## src/rtl/lwa_pkg.sv

```systemverilog
package lwa_pkg;
  localparam int unsigned LWA_BYTE_W = 8;
  localparam int unsigned LWA_BYTES  = 3;
  localparam int unsigned LWA_W      = LWA_BYTE_W * LWA_BYTES;

  typedef enum logic [1:0] {
    LANE_NONE = 2'd0,
    LANE_HI   = 2'd1,
    LANE_MID  = 2'd2,
    LANE_LO   = 2'd3
  } lane_e;

  // upper strobe outranks middle, middle outranks lower
  function automatic lane_e pick_lane(input logic hi, input logic mid, input logic lo);
    if (hi)       return LANE_HI;
    else if (mid) return LANE_MID;
    else if (lo)  return LANE_LO;
    else          return LANE_NONE;
  endfunction

  // byte number counted from the least significant end
  function automatic logic [LWA_BYTE_W-1:0] lane_byte(input logic [LWA_W-1:0] v,
                                                      input int unsigned idx);
    return v[idx*LWA_BYTE_W +: LWA_BYTE_W];
  endfunction
endpackage

```

## src/rtl/lwa_capture.sv

```systemverilog
module lwa_capture
  import lwa_pkg::*;
#(
  parameter int unsigned ADDR_W = 17
) (
  input  logic              clk_i,
  input  logic              rst_i,
  input  logic              wr_done_i,
  input  logic [ADDR_W-1:0] wr_addr_i,
  input  logic              recall_i,
  input  logic [LWA_W-1:0]  shadow_i,
  output logic [LWA_W-1:0]  work_o
);
  localparam int unsigned PAD_W = LWA_W - ADDR_W;

  logic [LWA_W-1:0] work_q;
  logic [LWA_W-1:0] ext_addr;
  logic             ev_write;
  logic             ev_recall;

  assign ext_addr  = LWA_W'(wr_addr_i);
  assign ev_recall = recall_i;
  assign ev_write  = wr_done_i && !recall_i;

  always_ff @(posedge clk_i) begin
    if (rst_i)          work_q <= '0;
    else if (ev_recall) work_q <= shadow_i;
    else if (ev_write)  work_q <= ext_addr;
  end

  assign work_o = work_q;

  p_reset_clear_r10: assert property (@(posedge clk_i) rst_i |=> work_q == '0);
  p_write_load_r1: assert property (@(posedge clk_i) disable iff (rst_i)
    (wr_done_i && !recall_i) |=> work_q[ADDR_W-1:0] == $past(wr_addr_i));
  p_hold_r2: assert property (@(posedge clk_i) disable iff (rst_i)
    (!wr_done_i && !recall_i) |=> $stable(work_q));
  p_recall_wins_r4: assert property (@(posedge clk_i) disable iff (rst_i)
    recall_i |=> work_q == $past(shadow_i));

  generate
    if (PAD_W > 0) begin : g_pad
      p_upper_zero_r9: assert property (@(posedge clk_i) disable iff (rst_i)
        work_q[LWA_W-1:ADDR_W] == '0);
    end
  endgenerate
endmodule

```

## src/rtl/lwa_shadow.sv

```systemverilog
module lwa_shadow
  import lwa_pkg::*;
(
  input  logic             clk_i,
  input  logic             rst_i,
  input  logic             store_i,
  input  logic [LWA_W-1:0] work_i,
  output logic [LWA_W-1:0] shadow_o
);
  logic [LWA_W-1:0] shadow_q;
  logic             ev_commit;

  assign ev_commit = store_i;

  always_ff @(posedge clk_i) begin
    if (rst_i)          shadow_q <= '0;
    else if (ev_commit) shadow_q <= work_i;
  end

  assign shadow_o = shadow_q;

  p_reset_clear_shadow_r10: assert property (@(posedge clk_i) rst_i |=> shadow_q == '0);
  p_commit_old_r3: assert property (@(posedge clk_i) disable iff (rst_i)
    store_i |=> shadow_q == $past(work_i));
  p_shadow_hold_r5: assert property (@(posedge clk_i) disable iff (rst_i)
    !store_i |=> $stable(shadow_q));
endmodule

```

## src/rtl/lwa_readout.sv

```systemverilog
module lwa_readout
  import lwa_pkg::*;
(
  input  logic                  clk_i,
  input  logic                  rst_i,
  input  logic                  rd_hi_i,
  input  logic                  rd_mid_i,
  input  logic                  rd_lo_i,
  input  logic [LWA_W-1:0]      work_i,
  output logic [LWA_BYTE_W-1:0] rd_data_o,
  output logic                  rd_valid_o
);
  lane_e                 lane;
  logic [LWA_BYTE_W-1:0] lane_val;
  logic                  ev_read;

  assign lane    = pick_lane(rd_hi_i, rd_mid_i, rd_lo_i);
  assign ev_read = (lane != LANE_NONE);

  always_comb begin
    unique case (lane)
      LANE_HI:  lane_val = lane_byte(work_i, LWA_BYTES - 1);
      LANE_MID: lane_val = lane_byte(work_i, 1);
      LANE_LO:  lane_val = lane_byte(work_i, 0);
      default:  lane_val = '0;
    endcase
  end

  always_ff @(posedge clk_i) begin
    if (rst_i) begin
      rd_data_o  <= '0;
      rd_valid_o <= 1'b0;
    end else begin
      rd_data_o  <= lane_val;
      rd_valid_o <= ev_read;
    end
  end

  p_reset_quiet_r10: assert property (@(posedge clk_i) rst_i |=> (!rd_valid_o && rd_data_o == '0));
  p_one_cycle_valid_r6: assert property (@(posedge clk_i) disable iff (rst_i)
    (rd_hi_i || rd_mid_i || rd_lo_i) |=> rd_valid_o);
  p_idle_zero_r8: assert property (@(posedge clk_i) disable iff (rst_i)
    !(rd_hi_i || rd_mid_i || rd_lo_i) |=> (!rd_valid_o && rd_data_o == '0));
  p_hi_first_r7: assert property (@(posedge clk_i) disable iff (rst_i)
    rd_hi_i |=> rd_data_o == $past(work_i[LWA_W-1 -: LWA_BYTE_W]));
  p_low_lane_r6: assert property (@(posedge clk_i) disable iff (rst_i)
    (rd_lo_i && !rd_hi_i && !rd_mid_i) |=> rd_data_o == $past(work_i[LWA_BYTE_W-1:0]));
endmodule

```

## src/rtl/last_write_addr_tracker.sv

```systemverilog
module last_write_addr_tracker
  import lwa_pkg::*;
#(
  parameter int unsigned ADDR_W = 17
) (
  input  logic              clk_i,
  input  logic              rst_i,
  input  logic              wr_done_i,
  input  logic [ADDR_W-1:0] wr_addr_i,
  input  logic              store_i,
  input  logic              recall_i,
  input  logic              rd_hi_i,
  input  logic              rd_mid_i,
  input  logic              rd_lo_i,
  output logic [7:0]        rd_data_o,
  output logic              rd_valid_o
);
  logic [LWA_W-1:0] work_val;
  logic [LWA_W-1:0] shadow_val;

  lwa_capture #(.ADDR_W(ADDR_W)) u_capture (
    .clk_i     (clk_i),
    .rst_i     (rst_i),
    .wr_done_i (wr_done_i),
    .wr_addr_i (wr_addr_i),
    .recall_i  (recall_i),
    .shadow_i  (shadow_val),
    .work_o    (work_val)
  );

  lwa_shadow u_shadow (
    .clk_i    (clk_i),
    .rst_i    (rst_i),
    .store_i  (store_i),
    .work_i   (work_val),
    .shadow_o (shadow_val)
  );

  lwa_readout u_readout (
    .clk_i      (clk_i),
    .rst_i      (rst_i),
    .rd_hi_i    (rd_hi_i),
    .rd_mid_i   (rd_mid_i),
    .rd_lo_i    (rd_lo_i),
    .work_i     (work_val),
    .rd_data_o  (rd_data_o),
    .rd_valid_o (rd_valid_o)
  );
endmodule

```

## config.mk

```make
export PLATFORM = sky130hd
export DESIGN_NAME = last_write_addr_tracker
export DESIGN_NICKNAME = d
export VERILOG_FILES = /design/src/rtl/lwa_pkg.sv /design/src/rtl/lwa_capture.sv /design/src/rtl/lwa_shadow.sv /design/src/rtl/lwa_readout.sv /design/src/rtl/last_write_addr_tracker.sv
export SDC_FILE = /design/constraint.sdc
export NUM_CORES = 1
export LEC_CHECK = 0
export BUFFER_PORTS_ARGS = -buffer_cell sky130_fd_sc_hd__buf_2
export CELL_PAD_IN_SITES_DETAIL_PLACEMENT = 0
export CELL_PAD_IN_SITES_GLOBAL_PLACEMENT = 2
export CORE_MARGIN = 1
export CORE_UTILIZATION = 30
export CTS_CLUSTER_DIAMETER = 80
export DETAILED_ROUTE_END_ITERATION = 16
export PLACE_DENSITY = 0.7
export SYNTH_ARGS = -nofsm -noshare
export SYNTH_HDL_FRONTEND = slang
export SYNTH_SLANG_ARGS = --single-unit
```

## constraint.sdc

```tcl
create_clock -name clk_i -period 1 [get_ports clk_i]
set_clock_uncertainty 0.2 [all_clocks]
set_input_delay 0 -clock clk_i [delete_from_list [all_inputs] [get_ports clk_i]]
set_output_delay 0 -clock clk_i [all_outputs]
set_load 0.005 [all_outputs]
```

# Word-level counts from Yosys, hierarchy flattened
# Cells that the tools add are included.
dict set report word_totals {
  regBits 57
  inputBits 25
  output_inout_bits 9
}
dict set report op_classes {
  n_eq_ne 3
  mux 6
  n_reduce_logical 4
}
# op n
set ops {}
lappend ops {{2-to-1 mux 24 bit} 2}
lappend ops {{one-hot mux 8 bit (3 select lines)} 1}
lappend ops {{2-to-1 mux 2 bit} 3}
lappend ops {{equality test 2 bit (second input constant)} 2}
lappend ops {{nonzero test 2 bit} 2}
lappend ops {{equality test 2 x 1 -> 1 bit (second input constant)} 1}
lappend ops {{logical AND 1 bit} 1}
lappend ops {{zero test 1 bit} 1}

# Logic depth before layout (Yosys ltp)
# Gate-level depths: netlist of the first run.
dict set report depth {
  depth_word 5
  depth_mapped 5
  depth_no_buf 3
}

# Hierarchy
# A second synthesis of the first run with hierarchy kept.
dict set report hier_totals {
  hier_cells 224
  hier_area_um2 2422.3
}
# mod instances cells_each area_per_inst_um2
set modules_own_cells {}
lappend modules_own_cells {lwa_capture 1 106 1068.5}
lappend modules_own_cells {lwa_shadow 1 77 869.6}
lappend modules_own_cells {lwa_readout 1 41 484.2}

# Least setup slack after synthesis of the first run
# No wires, ideal clock.
dict set report synth_path {
  path_kind {reg-to-reg}
  start {register u_capture.work_o[16] (netlist name)}
  end {register u_capture.work_q[16] (netlist: u_capture.work_o[16])}
  setup_ps 128
  arrival_ps 716
  required_ps 672
  setup_slack_ps -44
  path_stages_with_launch 4
  n_path_buf 0
  period_less_slack_ps 1044
  cell_sequence {dfxtp_1 -> mux2_1 -> mux2i_1 -> nor2_1}
}
# item line
set synth_rtl {}
lappend synth_rtl {{end signal, assigned} lwa_capture.sv:27} ;# else if (ev_recall) work_q <= shadow_i;
lappend synth_rtl {{end signal, assigned} lwa_capture.sv:28} ;# else if (ev_write) work_q <= ext_addr;
lappend synth_rtl {{end, declared} lwa_capture.sv:16} ;# logic [LWA_W-1:0] work_q;

==> results.ini, run 1 <==
[status]
outcome=finished with violations
violations=hold timing, setup timing

[route]
drt_iter0_markers=55
postRouteAntennaNets=0
vias_per_cell=4.458
routed_wirelength_um=5158
routedWlPerCell_um=13.90
num_vias=1654
first_pass_iters=4
drc=0

[synth]
synth.most_common_cell=dfxtp_1
synth_edf_count=0
ys.flop_type=dfxtp_1
seq_area_frac_synth=0.4864
yosys-top-cells-count=dfxtp_1 (57), nor2_1 (48), mux2i_1 (41)
synth_top_area_share=0.4864
ys_top_cells_by_area=dfxtp_1 (49%), mux2i_1 (17%), nor2_1 (7.7%), mux2_4 (6.4%), mux2_1 (3.4%)
ys_ff_latch=57
avgSynthCellArea_um2=10.52
synth_top_area_cell=dfxtp_1
synth_area_um2=2346
synth_cell_types=16
async_flop_share=0
synth_warnings=0
syn_nets=248
synthCells=223

[sta]
tightest_slew_ns=0.5026
worst_hold_slack_ns=-0.1820
drv_slew=0
rsz0062_at_grt=yes
fin_crit_ns=1.110
fin_setup_tns_ns=-1.749
setup_slack_ns=-0.1103
max_slew_margin=0.6650
setup_viol=22
fmax_mhz=900.7
hold_viol_final=55
period_share=1.110

[global_route]
grtUsageTotal=0.1347
gr-total-overflow=0
antenna_found_initial=0
grt_pass1_vias=1595
grt_pass1_wl_um=8342
grt_max_degree=49

[setup_path]
crit_type=reg -> reg
reg2regPathDepth=3
path_max_fanout=3
rr_endpoint=u_capture.work_o[13]$_SDFFE_PP0P_
crit_path_start_kind=register
worstPathArrival_ns=1.12
r2r-start=u_capture.work_o[13]$_SDFFE_PP0P_
required_ns=1.01
critPathCaptureType=register
r2r_setup_slack_ns=-0.11
critPathCapture=u_capture.work_o[13]$_SDFFE_PP0P_
critPathLaunch=u_capture.work_o[13]$_SDFFE_PP0P_

[floorplanning]
die-area_um2=8178
core_um2=7408
num_rows=31
die_w_um=90.43
die_y_um=90.43
ioPinCount=34
start_util=0.3167

[placed_design]
postPlaceCellArea_um2=2723
routabilityCongestion=0.6645
port_buffers=33
dp_hpwl_um=3449
post-place-ws_ns=-0.2071

[cts]
cts_buffers=9
cts_num_sinks=57
cts_tree=yes
clock-root-buffer=clkbuf_8
max-clock-path-buffers=2
htree_levels=3
clock_latency_ns=0.33
clk_pin_slew_ns=0.07

[final_layout]
area_growth_pct=30.61
layout.nets=292
fillers=767
layout-drive-gt1-share=0.4191
antennaDiodeCount=0
fin_util=0.4136
final_area_um2=3064

[pwr]
peakVddDrop_v=0.0008628
cellPowerDensity_nw_per_um2=1801
p_leak_nw=1.385

[run]
maxCapViolations=0

[min_path]
min_path_type=in -> reg

## state kept, by name, summed over array words and instances (netlist names)
name                  count
u_readout.rd_data_o       8
u_readout.rd_valid_o      1
u_capture.work_o         24
u_shadow.shadow_o        24
## kinds of logic (layout without fill, tap and decap cells)
group,Yosys count,count (layout),synth area share
AOI/OAI and AO/OA,15,15,0.04480
buffers and inverters,19,68,0.05120
DFF,57,57,0.4864
muxes,58,58,0.2725
and+or+nand+nor,74,74,0.1451
## area by class of cell
class	count	area (um2)	share of cell area
multi-input combinational	147	1171	0.3822
sequential	57	1167	0.3810
timing repair buffer	51	354.1	0.1156
clock buffer	11	141.4	0.04614
tap	99	123.9	0.04042
clock inverter	5	102.6	0.03348
inverter	1	3.754	0.001225
## timing repair
item / 4_1_cts / 5_1_grt
buffers inserted: 0 / 1
pin swaps: 2 / 3
cloned: 0 / 0
gates resized for setup: 21 / 11
setup endpoints to repair: 26 / 29
endpoints found under the hold margin: 57 / 31
## worst min-delay path by stage
stage	from	to	slack, ns	cells past startpoint
global route	wr_addr_i[5]	u_capture.work_o[5]$_SDFFE_PP0P_	-0.19	4
detailed placement	wr_addr_i[5]	u_capture.work_o[5]$_SDFFE_PP0P_	0.16	4
CTS	wr_addr_i[5]	u_capture.work_o[5]$_SDFFE_PP0P_	-0.20	4
global placement	wr_addr_i[3]	u_capture.work_o[3]$_SDFFE_PP0P_	0.15	4
finish	wr_addr_i[5]	u_capture.work_o[5]$_SDFFE_PP0P_	-0.18	4
floorplan	rd_hi_i	u_readout.rd_data_o[0]$_SDFF_PP0_	-0.003	2
## through the flow
stage	total power, mW	std cells	hold slack, ns
2_1_floorplan	2.738	223	-0.002593
3_3_place_gp	2.918	354	0.1550
3_5_place_dp	2.917	354	0.1607
4_1_cts	5.588	370	-0.1973
5_1_grt	5.737	371	-0.1902
6_report	5.520	371	-0.1820
## cells in the final DEF (no fill, tap or decap)
cell type / instances
dfxtp_2: 18
clkbuf_8: 10
or2_0: 1
a21oi_1: 7
a221oi_2: 6
mux2_4: 17
inv_2: 1
nor2b_2: 1
nor3b_1: 3
buf_2: 33
clkinv_2: 1
nor2b_1: 8
mux2i_1: 41
buf_4: 13
dfxtp_1: 38
nor3b_2: 4
buf_6: 1
bufinv_16: 3
clkinvlp_4: 1
buf_12: 4
nor3_1: 9
nor2_1: 48
a221oi_1: 2
dfxtp_4: 1
clkbuf_1: 1
## metal layers
| layer | part of all wire | track usage | vias to the layer above |
|---|---|---|---|
| li1 | - | - | 861 |
| met1 | 0.50 | 0.1763 | 761 |
| met2 | 0.45 | 0.2042 | 23 |
| met3 | 0.024 | 0.02946 | 9 |
| met4 | 0.024 | 0.07661 | 0 |
| met5 | 0 | 0 | - |
## report_power, final
group          internal [mW]  total [mW]  leakage [nW]  switching [mW]
Clock                   1.72        2.63         0.120           0.915
Combinational          0.278       0.511         0.794           0.233
Sequential              2.33        2.37         0.472          0.0418
## worst max-delay path, stage by stage, from the launching register on
cell and delay, ns:
dfxtp_4 0.36, mux2_4 0.26, mux2i_1 0.12, nor2_1 0.05
Power figures use the tool's default switching activity.
==> inputs of run 2 (changes only) <==
--- a/config.mk
+++ b/config.mk
@@ -12,7 +12,8 @@
 export CORE_UTILIZATION = 30
 export CTS_CLUSTER_DIAMETER = 80
 export DETAILED_ROUTE_END_ITERATION = 16
-export PLACE_DENSITY = 0.7
+export PLACE_DENSITY = 0.69
 export SYNTH_ARGS = -nofsm -noshare
 export SYNTH_HDL_FRONTEND = slang
+export SYNTH_HIERARCHICAL = 1
 export SYNTH_SLANG_ARGS = --single-unit
==> run 2 against run 1 <==
Against the previous run: the run still ends with hold timing, setup timing left; cell count is 7.3% higher; maximum frequency grew 4.6%; final area increased by 6.0%; register-to-register slack better by 0.05 ns; core utilization rose by 0.44 points; critical path depth fell by 1; first-iteration DRC count down 11%; worst hold slack improved by 0.066 ns; die area rose by 3.2%; global-route usage rose by 1.4 points; synthesized area up 3.3%; critical path type unchanged; largest cell class is now sequential cells; largest power group is now registers.
==> results.ini, run 2 <==
[synth]
synth_edf_count=0
seq_area_frac_synth=0.4711
synth_top_area_share=0.4711
yosys-top-cells-count=dfxtp_1 (57), mux2i_1 (41), nor2b_1 (26)
async_flop_share=0
synth.most_common_cell=dfxtp_1
syn_nets=249
synth_area_um2=2422
avgSynthCellArea_um2=10.81
synth_warnings=6
synth_cell_types=18
synth_top_area_cell=dfxtp_1
ys_ff_latch=57
ys_top_cells_by_area=dfxtp_1 (47%), mux2i_1 (17%), nor2b_1 (6.7%), a211oi_1 (5.3%), a221oi_2 (5.0%)
synthCells=224
ys.flop_type=dfxtp_1

[final_layout]
final_common_cell=mux2i_1
antennaDiodeCount=0
layout-drive-gt1-share=0.4257
mostFrequentLayoutCells=mux2i_1 (41), buf_2 (33), dfxtp_2 (29)
layout.nets=316
area_growth_pct=34.04
final_area_um2=3247
fin_cells=398
fin_util=0.4180

[sta]
fin_setup_tns_ns=-0.3743
setup_viol=9
setup_slack_ns=-0.06151
tightest_slew_ns=0.5587
fin_crit_ns=1.062
fmax_mhz=942.1
rsz0062_at_grt=yes
hold_viol_final=42
worst_hold_slack_ns=-0.1157
max_slew_margin=0.6259
drv_slew=0
period_share=1.062

[floorplanning]
ioPinCount=34
start_util=0.3119
core_um2=7767
die_y_um=91.86
num_rows=32
die_w_um=91.86
die-area_um2=8437

[global_route]
gr-total-overflow=0
grt_pass1_wl_um=9384
grt_pass1_vias=1799
grtUsageTotal=0.1487
grt_max_degree=32
antenna_found_initial=0

[route]
routed_wirelength_um=5768
postRouteAntennaNets=0
first_pass_iters=4
num_vias=1811
vias_per_cell=4.550
drc=0
drt_iter0_markers=49
routedWlPerCell_um=14.49

[setup_path]
critPathCaptureType=register
critPathCapture=u_capture/work_o[21]$_SDFFE_PP0P_
path_max_fanout=2
crit_path_start_kind=register
r2r-start=u_capture/work_o[21]$_SDFFE_PP0P_
required_ns=1.06
crit_type=reg -> reg
critPathLaunch=u_capture/work_o[21]$_SDFFE_PP0P_
worstPathArrival_ns=1.12
r2r_setup_slack_ns=-0.06
rr_endpoint=u_capture/work_o[21]$_SDFFE_PP0P_
reg2regPathDepth=2

[cts]
cts_num_sinks=57
clock-root-buffer=clkbuf_8
htree_levels=3
clk_pin_slew_ns=0.06
cts_tree=yes
max-clock-path-buffers=2
clock_latency_ns=0.33
hold_buffers=17
cts_buffers=9

[placed_design]
dp_hpwl_um=3972
dp_cells=365
routabilityCongestion=0.6852
port_buffers=33
post-place-ws_ns=-0.3643
postPlaceCellArea_um2=2820

[min_path]
hp-start=recall_i
hold_depth=3
min_path_type=in -> reg

[pwr]
p_leak_nw=1.379
power.total_mw=5.099
cellPowerDensity_nw_per_um2=1570
peakVddDrop_v=0.0005677

[status]
outcome=finished with violations
violations=hold timing, setup timing

[run]
maxCapViolations=0

## run 2: changes by cell type in the layout (fill, tap and decap cells not counted), moves of 11 or more
cell / delta
a211oi_1: +16
dfxtp_1: -12
dlygate4sd3_1: +17
dfxtp_2: +11
mux2_4: -17
nor2_1: -24
nor2b_1: +17
## run 2: worst max-delay path, stage by stage, from the launching register on
cell,delay (ns)
dfxtp_2,0.32
or3b_4,0.37
a21oi_2,0.11
## run 2: per-layer routing
metal	vias to the layer above	part of all wire	track usage
met4	0	0.016	0.07422
met3	8	0.036	0.04229
met1	855	0.50	0.1887
met5	-	0	0
met2	29	0.45	0.2301
li1	919	-	-
## run 2: cells by family after synthesis
family / Yosys count / synth area share
flip-flops: 57 / 0.4711
AND/OR/NAND/NOR: 74 / 0.1782
buffers and inverters: 20 / 0.06457
multiplexers: 41 / 0.1694
AO/OA/AOI/OAI: 32 / 0.1167
## run 2: how the worst min path moves through the flow
stage          slack (ns)                                end
2_1_floorplan       -0.13  u_shadow/shadow_o[0]$_SDFFE_PP0P_
3_3_place_gp         0.15   u_capture/work_o[2]$_SDFFE_PP0P_
3_5_place_dp         0.15  u_capture/work_o[14]$_SDFFE_PP0P_
4_1_cts             -0.14  u_capture/work_o[23]$_SDFFE_PP0P_
5_1_grt              -0.1  u_capture/work_o[23]$_SDFFE_PP0P_
6_report            -0.12  u_capture/work_o[23]$_SDFFE_PP0P_
## run 2: repair_timing
action	4_1_cts	5_1_grt
setup buffers	0	0
gates resized for setup	16	17
pin swaps	9	4
hold endpoints to repair	57	33
setup endpoints to repair	25	32
## run 2: report_power, final
group	leakage, nW	switching, mW	total [mW]	internal (mW)
clock network	0.0974	0.861	2.07	1.21
registers	0.478	0.0736	2.44	2.37
logic	0.804	0.274	0.584	0.309
## run 2: final cells by class
class | count | area (um2)
repair buffers | 74 | 578.1
clock inverters | 3 | 40.04
fillers | 790 | 4521
well taps | 102 | 127.6
multi-input cells | 147 | 1160
flip-flops and latches | 57 | 1185
inverters | 2 | 7.507
clock buffers | 13 | 148.9
